`src/rtl/clkout_pkg.sv`:
```
package clkout_pkg;
  localparam int unsigned REG_W       = 8;
  localparam int unsigned PRE_CODE_W  = 3;
  localparam int unsigned POST_CODE_W = 3;

  // Field layout of one control byte, msb first.
  typedef struct packed {
    logic [PRE_CODE_W-1:0]  pre_code;
    logic                   src_hf;
    logic [POST_CODE_W-1:0] post_code;
    logic                   enable;
  } chan_cfg_t;
endpackage

```
`src/rtl/clkout_prediv.sv`:
```
module clkout_prediv #(
  parameter  int unsigned CODE_W   = 3,
  parameter  int unsigned TOP_DIV  = 122,
  localparam int unsigned CNT_W    = $clog2(TOP_DIV),
  localparam int unsigned TOP_CODE = (1 << CODE_W) - 1
) (
  input  logic              clk,
  input  logic              rst_n,
  input  logic              src_tick,
  input  logic              bypass,
  input  logic              clear,
  input  logic [CODE_W-1:0] code,
  output logic              div_tick
);
  logic [CNT_W-1:0] cnt_q, cnt_d, last;
  logic             wrap;

  // Top code divides by TOP_DIV, the others by 2^code.
  always_comb begin
    if (code == CODE_W'(TOP_CODE)) last = CNT_W'(TOP_DIV - 1);
    else                           last = CNT_W'((32'd1 << code) - 32'd1);
  end

  assign wrap     = (cnt_q == last);
  assign div_tick = bypass ? src_tick : (src_tick && wrap);

  always_comb begin
    cnt_d = cnt_q;
    if (clear || bypass)  cnt_d = '0;
    else if (src_tick)    cnt_d = wrap ? '0 : cnt_q + CNT_W'(1);
  end

  always_ff @(posedge clk or negedge rst_n) begin
    if (!rst_n) cnt_q <= '0;
    else        cnt_q <= cnt_d;
  end
endmodule

```
`src/rtl/clkout_postdiv.sv`:
```
module clkout_postdiv #(
  parameter  int unsigned CODE_W = 3,
  localparam int unsigned CNT_W  = (1 << CODE_W) - 1
) (
  input  logic              clk,
  input  logic              rst_n,
  input  logic              in_tick,
  input  logic              clear,
  input  logic [CODE_W-1:0] code,
  output logic              level,
  output logic              period_end
);
  logic [CNT_W-1:0] cnt_q, cnt_d, last;
  logic             level_q, level_d;
  logic             term;

  // 2^code - 1; the top code wraps to all ones, which is exact.
  assign last       = (CNT_W'(1) << code) - CNT_W'(1);
  assign term       = in_tick && (cnt_q == last);
  assign period_end = term && level_q;
  assign level      = level_q;

  always_comb begin
    cnt_d   = cnt_q;
    level_d = level_q;
    if (clear) begin
      cnt_d   = '0;
      level_d = 1'b0;
    end else if (in_tick) begin
      cnt_d = term ? '0 : cnt_q + CNT_W'(1);
      if (term) level_d = ~level_q;
    end
  end

  always_ff @(posedge clk or negedge rst_n) begin
    if (!rst_n) begin
      cnt_q   <= '0;
      level_q <= 1'b0;
    end else begin
      cnt_q   <= cnt_d;
      level_q <= level_d;
    end
  end
endmodule

```
`src/rtl/clkout_channel.sv`:
```
module clkout_channel
  import clkout_pkg::*;
#(
  parameter int unsigned TOP_DIV = 122
) (
  input  logic      clk,
  input  logic      rst_n,
  input  logic      hf_tick,
  input  logic      lf_tick,
  input  logic      wr_stb,
  input  chan_cfg_t wr_cfg,
  output chan_cfg_t cfg_o,
  output chan_cfg_t act_o,
  output logic      level_o
);
  chan_cfg_t cfg_q, cfg_d, act_q, act_d;
  logic      apply, period_end, src_tick, pre_tick;

  // Staged settings move into the running set only between periods.
  assign apply    = !act_q.enable || period_end;
  assign src_tick = act_q.src_hf ? hf_tick : lf_tick;

  always_comb begin
    cfg_d = cfg_q;
    act_d = act_q;
    if (wr_stb) cfg_d = wr_cfg;
    if (apply)  act_d = cfg_q;
  end

  always_ff @(posedge clk or negedge rst_n) begin
    if (!rst_n) begin
      cfg_q <= '0;
      act_q <= '0;
    end else begin
      cfg_q <= cfg_d;
      act_q <= act_d;
    end
  end

  clkout_prediv #(.CODE_W(PRE_CODE_W), .TOP_DIV(TOP_DIV)) pre_i (
    .clk      (clk),
    .rst_n    (rst_n),
    .src_tick (src_tick),
    .bypass   (!act_q.src_hf),
    .clear    (apply),
    .code     (act_q.pre_code),
    .div_tick (pre_tick)
  );

  clkout_postdiv #(.CODE_W(POST_CODE_W)) post_i (
    .clk        (clk),
    .rst_n      (rst_n),
    .in_tick    (pre_tick),
    .clear      (apply),
    .code       (act_q.post_code),
    .level      (level_o),
    .period_end (period_end)
  );

  assign cfg_o = cfg_q;
  assign act_o = act_q;
endmodule

```
`src/rtl/clkout_bank.sv`:
```
module clkout_bank
  import clkout_pkg::*;
#(
  parameter  int unsigned NUM_CH  = 3,
  parameter  int unsigned TOP_DIV = 122,
  localparam int unsigned ADDR_W  = (NUM_CH > 1) ? $clog2(NUM_CH) : 1
) (
  input  logic              clk,
  input  logic              rst_n,
  input  logic              hf_edge,
  input  logic              lf_edge,
  input  logic              wr_en,
  input  logic [ADDR_W-1:0] wr_addr,
  input  logic [REG_W-1:0]  wr_data,
  input  logic [ADDR_W-1:0] rd_addr,
  output logic [REG_W-1:0]  rd_data,
  output logic [NUM_CH-1:0] clk_out
);
  logic [1:0]                   rst_pipe_q;
  logic                         rst_sync_n;
  logic [NUM_CH-1:0][REG_W-1:0] cfg_vec;
  logic [NUM_CH-1:0][REG_W-1:0] act_vec;

  // Assert at once, release two clocks later.
  always_ff @(posedge clk or negedge rst_n) begin
    if (!rst_n) rst_pipe_q <= 2'b00;
    else        rst_pipe_q <= {rst_pipe_q[0], 1'b1};
  end
  assign rst_sync_n = rst_pipe_q[1];

  for (genvar g = 0; g < NUM_CH; g++) begin : g_ch
    chan_cfg_t cfg_w, act_w;
    logic      stb;
    assign stb = wr_en && (wr_addr == ADDR_W'(g));
    clkout_channel #(.TOP_DIV(TOP_DIV)) ch_i (
      .clk     (clk),
      .rst_n   (rst_sync_n),
      .hf_tick (hf_edge),
      .lf_tick (lf_edge),
      .wr_stb  (stb),
      .wr_cfg  (chan_cfg_t'(wr_data)),
      .cfg_o   (cfg_w),
      .act_o   (act_w),
      .level_o (clk_out[g])
    );
    assign cfg_vec[g] = cfg_w;
    assign act_vec[g] = act_w;
  end

  always_comb begin
    rd_data = '0;
    for (int i = 0; i < NUM_CH; i++)
      if (rd_addr == ADDR_W'(i)) rd_data = cfg_vec[i];
  end
endmodule


```
`config.mk`:
```
export PLATFORM = sky130hd
export DESIGN_NAME = clkout_bank
export DESIGN_NICKNAME = d
export VERILOG_FILES = /design/src/rtl/clkout_pkg.sv /design/src/rtl/clkout_prediv.sv /design/src/rtl/clkout_postdiv.sv /design/src/rtl/clkout_channel.sv /design/src/rtl/clkout_bank.sv
export SDC_FILE = /design/constraint.sdc
export NUM_CORES = 1
export LEC_CHECK = 0
export BUFFER_PORTS_ARGS = -buffer_cell sky130_fd_sc_hd__buf_4
export CAP_MARGIN = 20
export CORE_ASPECT_RATIO = 0.7
export CORE_MARGIN = 2
export CORE_UTILIZATION = 30
export CTS_BUF_LIST = sky130_fd_sc_hd__clkbuf_2 sky130_fd_sc_hd__clkbuf_4 sky130_fd_sc_hd__clkbuf_8
export CTS_CLUSTER_DIAMETER = 150
export DETAILED_ROUTE_END_ITERATION = 8
export SETUP_SLACK_MARGIN = 0.15
export SLEW_MARGIN = 0
export SYNTH_ARGS = -nofsm -noshare
export SYNTH_HDL_FRONTEND = slang
export SYNTH_SLANG_ARGS = --single-unit
```
`constraint.sdc`:
```
create_clock -name clk -period 7.45 [get_ports clk]
set_input_delay 0 -clock clk [delete_from_list [all_inputs] [get_ports clk]]
set_output_delay 0 -clock clk [all_outputs]
set_load 0.01 [all_outputs]
```
=== Word level (Yosys, flattened, before mapping) ===
Index checks and enable logic that the tools add are counted.

* Bits in registers: 95
* Input port bits: 17
* Word-level logic and storage cells: 145

* Add/subtract/negate cells: 12
* Equality and inequality tests: 13
* Shifts and indexed selects: 6
* Multiplexer cells: 39
* Bitwise logic cells: 3
* Reduce and logical (&&, ||, !) cells: 38

{| class="wikitable"
|+ Operator list
! cell !! number
|-
| $mux W7 || 21
|-
| $add A7 B1 Y7 const B || 6
|-
| $eq A7 B7 Y1 || 6
|-
| $shl A1 B3 Y7 const A || 6
|-
| $mux W8 || 3
|-
| $sub A7 B1 Y7 const B || 3
|-
| $sub A7 B2 Y7 const B || 3
|-
| $reduce_bool A2 Y1 || 9
|-
| $mux W1 || 15
|-
| $logic_and A1 B1 Y1 || 12
|-
| $eq A3 B3 Y1 const B || 3
|-
| $logic_not A1 Y1 || 6
|-
| $logic_or A1 B1 Y1 || 6
|-
| $reduce_and A2 Y1 || 3
|-
| $eq A2 B1 Y1 const B || 2
|-
| $eq A2 B2 Y1 const B || 2
|-
| $logic_not A2 Y1 || 2
|-
| $not A1 Y1 || 3
|}

=== Logic depth before layout (Yosys ltp) ===
* Depth after elaboration: 11
* Gate-level depth with buffers: 13

=== Hierarchy ===
A second synthesis with hierarchy kept.

* Cell total of the unflattened synthesis: 575
* Area total of the unflattened synthesis: 5967.0 um2

{| class="wikitable"
|+ By module, submodules not included
! module !! times used !! cells an instance !! area each (um2) !! sequential area each (um2)
|-
| clkout_prediv || 3 || 82 || 664.4 || 175.2
|-
| clkout_channel || 3 || 37 || 646.9 || 400.4
|-
| clkout_postdiv || 3 || 64 || 585.6 || 200.2
|-
| clkout_bank || 1 || 26 || 276.5 || 50.0
|}

=== Least setup slack after synthesis ===
Ideal clock, no wire load.

* Path kind: flip-flop to flip-flop
* Start point: register g_ch[0].ch_i.act_q (netlist bit g_ch[0].ch_i.act_o[3])
* End point: register g_ch[0].ch_i.act_q (netlist bit g_ch[0].ch_i.act_o[1])
* Arrival: 2.868 ns
* Data required time: 7.325 ns
* Setup slack: 4.457 ns
* Cell stages (with the launch flop): 10
* Period minus slack after synthesis: 2.993 ns
* Cells stage by stage: dfrtp_1 -> clkbuf_1 -> or3_1 -> ha_1 -> or4b_2 -> nand3_1 -> xnor2_1 -> nand4_1 -> o21ai_4 -> mux2_2

* Longest elaborated chain between the ends: 6

{| class="wikitable"
|+ RTL lines
! element !! RTL line !! source
|-
| from (decl) || clkout_channel.sv:16 || <nowiki>chan_cfg_t cfg_q, cfg_d, act_q, act_d;</nowiki>
|-
| from (signal assigned) || clkout_channel.sv:36 || <nowiki>act_q <= act_d;</nowiki>
|-
| $shl A1 B3 Y7 || clkout_postdiv.sv:18 || <nowiki>assign last = (CNT_W'(1) << code) - CNT_W'(1);</nowiki>
|-
| $sub A7 B2 Y7 || clkout_postdiv.sv:18 ||
|-
| $eq A7 B7 Y1 || clkout_postdiv.sv:19 || <nowiki>assign term = in_tick && (cnt_q == last);</nowiki>
|-
| $logic_and A1 B1 Y1 || clkout_postdiv.sv:19 ||
|-
| $logic_and A1 B1 Y1 || clkout_postdiv.sv:20 || <nowiki>assign period_end = term && level_q;</nowiki>
|-
| $logic_or A1 B1 Y1 || clkout_channel.sv:20 || <nowiki>assign apply = !act_q.enable || period_end;</nowiki>
|}

Every way passes these cells.
A chain may end at the register's enable or synchronous reset.

=== Final worst setup path ===
* Start point: register g_ch[1].ch_i.act_q (netlist bit g_ch[1].ch_i.act_o[6])
* End point: register g_ch[1].ch_i.act_q (netlist bit g_ch[1].ch_i.act_o[6])

* Longest elaborated chain between the ends: 9
* Elaborated cells on any way between the ends: 10

{| class="wikitable"
|+ RTL lines
! element !! RTL line !! source
|-
| from (decl) || clkout_channel.sv:16 ||
|-
| from (signal assigned) || clkout_channel.sv:36 ||
|-
| $shl A1 B3 Y7 || clkout_prediv.sv:21 || <nowiki>else last = CNT_W'((32'd1 << code) - 32'd1);</nowiki>
|-
| $sub A7 B1 Y7 || clkout_prediv.sv:21 ||
|-
| $mux W7 (*) || clkout_prediv.sv:20 || <nowiki>if (code == CODE_W'(TOP_CODE)) last = CNT_W'(TOP_DIV - 1);</nowiki>
|-
| $eq A7 B7 Y1 (*) || clkout_prediv.sv:24 || <nowiki>assign wrap = (cnt_q == last);</nowiki>
|-
| $logic_and A1 B1 Y1 (*) || clkout_prediv.sv:25 || <nowiki>assign div_tick = bypass ? src_tick : (src_tick && wrap);</nowiki>
|-
| $mux W1 (*) || clkout_prediv.sv:25 ||
|-
| $logic_and A1 B1 Y1 (*) || clkout_postdiv.sv:19 ||
|-
| $logic_and A1 B1 Y1 (*) || clkout_postdiv.sv:20 ||
|-
| $logic_or A1 B1 Y1 (*) || clkout_channel.sv:20 ||
|}

Mark *: on every way between the ends. The rest lies on a longest branch, timed or not.

==> results by group <==
Synth
  – Flops & latches, synth: 95
  – Synth async-reset ratio: between 90% and 100%
  – Post-synthesis mux area share: 10.0%
  – Post-synth EDFFs: 0
  – Adder-cell share of the synthesized area: 2.82%
  – Sequential share of the synthesized area: between 30% and 40%
  – Syn avg cell area: 9.50 um2
  – Count of different cell masters after synthesis: 70
  – Synth area leader: dfrtp_1
  – Cell with the most instances after synthesis: dfrtp_1
  – Largest family of logic cells by synthesized area: simple AND/OR/NAND/NOR gates
  – Dominant cells by area after synthesis: dfrtp_1, mux2_2, nand2_1
  – Yosys warns: 0
  – Simple-gate share of the synthesized area: 21.8%
  – Synth Area in Compound Gates: 17.2%
  – XOR/XNOR Fraction of Synth Area: 4.36%
  – Mapped Cells: around 640
  – Mapped Area: 6030 um2
  – Most used flip-flop cell after synthesis: dfrtp_1
  – Yosys top cell area share: about two fifths
  – Net count after synthesis: 664
  – Commonest cells post-synth: dfrtp_1, nand2_1, mux2_2

Layout
  – Share of layout cells above drive strength 1: 17.4%
  – # diodes: 0
  – FILL cells: 2000
  – Area of the multi-input gates: around 3400 um2
  – Layout Area Growth over Synthesis: 11.1%
  – Final non-filler cell total: 920
  – Utilization after layout: ~34%
  – Register area: 2380 um2
  – Net count, final: 674

Detailed routing
  – WL final: between 10000 and 15000 um
  – Initial DRC count: 409
  – Routed length per instance: between 10 and 15 um
  – Final ANT Viol Nets: 0
  – Vias post-DR: 4738
  – DRC viols: 0
  – Vias/cell: 5.15
  – Detailed-router iteration count before antenna repair: 4

Setup path
  – Worst Path Arrival: ~3.6 ns
  – Critical path, cell by cell: nor2_1 > nand2_1 > ha_1 > nor4b_1 > o31ai_1 > o311a_1 > a21oi_2 > a41oi_2 > o31a_1 > mux2_2
  – CP Max Fanout: 15
  – Critical Path Sink Type: flop
  – Crit Path Category: reg -> reg
  – Slowest-stage cell, CP: dfrtp_1
  – Largest stage delay on the critical path: 0.64 ns
  – WP data required: approximately 7.7 ns
  – Nature of the critical path startpoint: flop

Global routing
  – Largest net degree at the start of global routing: 76
  – Vias in the first global route: 4372
  – Initial antenna violation count: 0
  – First-pass GRT wire length: 23100 um
  – Total track usage: 13.4%
  – Congestion Overflow GR: 0

CTS
  – TritonCTS buffer count: 9
  – H-Tree Depth: 3
  – Worst-path clk slew: about 0.1 ns
  – TritonCTS clock tree: yes
  – Clock Sinks: 95
  – Clock latency on the worst-skew pair: 0.39 ns
  – # Post-CTS Setup Buffers: 0
  – Clock buffer depth: 2
  – Resized cells post-CTS: 0
  – Root buffer cell: clkbuf_8

STA
  – Fin crit period: 3.30 ns
  – Fmax: 0.303 GHz
  – Hold Fails Final Rpt: 0
  – Clock Skews: 0.0135 ns
  – TNS Setup: 0 ns
  – Setup violators final: 0
  – Rel. slew slack: a little over a third
  – Period utilisation layout: around 44%
  – Max-slew violation count: 0
  – Worst Tran Pin Value: roughly 0.96 ns
  – Worst setup margin: 4.15 ns
  – RSZ-0062 raised after global routing: false

Power and ir drop
  – Final Power: 2290 uW
  – Leak: 0.00270 uW
  – Max IR drop VDD: approximately 0.13 mV
  – Pwr Density: around 340 nW/um2

Placed design
  – Gp weighted congestion: 0.807
  – Placed Cells incl. Taps: 894
  – HPWL Detailed: 9580 um
  – Setup WS pre-CTS: about 4.2 ns
  – Port Buffers: 27

Floorplan
  – Die X: approximately 170 um
  – Starting Density: 30.6%
  – Die footprint: roughly 21000 um2
  – Core ar.: just under 20000 um2
  – Die Y: 123 um
  – Row cnt: 43
  – I/O Pins: 28

Flow run
  – Max Cap Violations: 0

Outcome
  – Outcome: finished clean

Worst hold path
  – Worst hold path type: in -> reg
critical path: cells and delay by family (launching register included):
family | cells | cell delay [ns]
simple gates | 3 | 0.33
flops | 1 | 0.64
compound gates | 5 | 1.54
fa+ha+maj | 1 | 0.29
mux | 1 | 0.38
registers in the layout, summed over array words and instances, names as in the netlist:
name	cells
g_ch.ch_i.act_o	24
g_ch.ch_i.cfg_o	24
g_ch.ch_i.post_i.cnt_q	21
g_ch.ch_i.post_i.level	3
g_ch.ch_i.pre_i.cnt_q	21
rst_pipe_q	2
cell usage in the layout, fill, tap and decap left out, types with 18 or more instances in the layout:
cell type   n
dfrtp_1    94
buf_4      29
o21ai_0    34
and3_1     21
a21oi_1    29
nor2_1     18
inv_1      18
nand3_1    38
nand2_1    52
mux2_2     42
logic make-up (layout without fill, tap and decap cells):
kind of cell / count (synthesis) / count (layout)
buf+inv: 58 / 73
xor+xnor: 30 / 30
flops: 95 / 95
compound gates: 151 / 151
fa+ha+maj: 14 / 14
simple gates: 232 / 232
mux: 54 / 54
other cells: 1 / 1
path summary, 6_finish.rpt:
kind	start	cells past startpoint	slack (ns)	endpoint
setup / recovery	g_ch[1].ch_i.act_o[6]	10	4.15	g_ch[1].ch_i.act_o[6]
hold / removal	hf_edge	3	0.04	g_ch[0].ch_i.pre_i.cnt_q[1]
setup reg to reg	g_ch[1].ch_i.act_o[6]	10	4.15	g_ch[1].ch_i.act_o[6]
hold reg to reg	rst_pipe_q[1]	0	0.21	g_ch[1].ch_i.post_i.cnt_q[4]
max in group asynchronous	rst_pipe_q[1]	1	5.99	g_ch[0].ch_i.pre_i.cnt_q[2]
min in group asynchronous	rst_pipe_q[1]	0	0.21	g_ch[1].ch_i.post_i.cnt_q[4]
through the flow:
| stage | area [um2] | hold WS, ns |
|---|---|---|
| finish | 6700 | 0.0398 |
| global route | 6700 | 0.0379 |
| CTS | 6700 | 0.0197 |
| detailed placement | 6400 | -0.216 |
| global placement | 6400 | -0.216 |
| floorplan | 6030 | -0.296 |
report_power, final:
part           leakage, uW  total (uW)  internal [uW]  switching, uW
Clock            0.0000982         366            159            207
Sequential         0.00120         922            646            275
Combinational      0.00141        1000            507            494
final cells by class:
cell class	instances	share of cell area (%)
timing repair buffer	39	4.74
sequential	95	35.5
clock inverter	7	1.18
inverter	18	1.01
multi-input combinational	482	50.7
clock buffer	9	1.85
tap	270	5.04
layer usage:
layer	up-vias	part of all wire (%)	GRT usage, %
met5	-	0	0
li1	2350	-	-
met3	11	3.3	3.35
met4	0	1.1	3.07
met2	64	39	18.2
met1	2313	56	20.8
what timing repair did:
item                                   CTS  global route
setup endpoints to repair                0             0
endpoints found under the hold margin   26             0
hold buffers                            10             0
No activity file was read; power rests on OpenSTA's default activity.
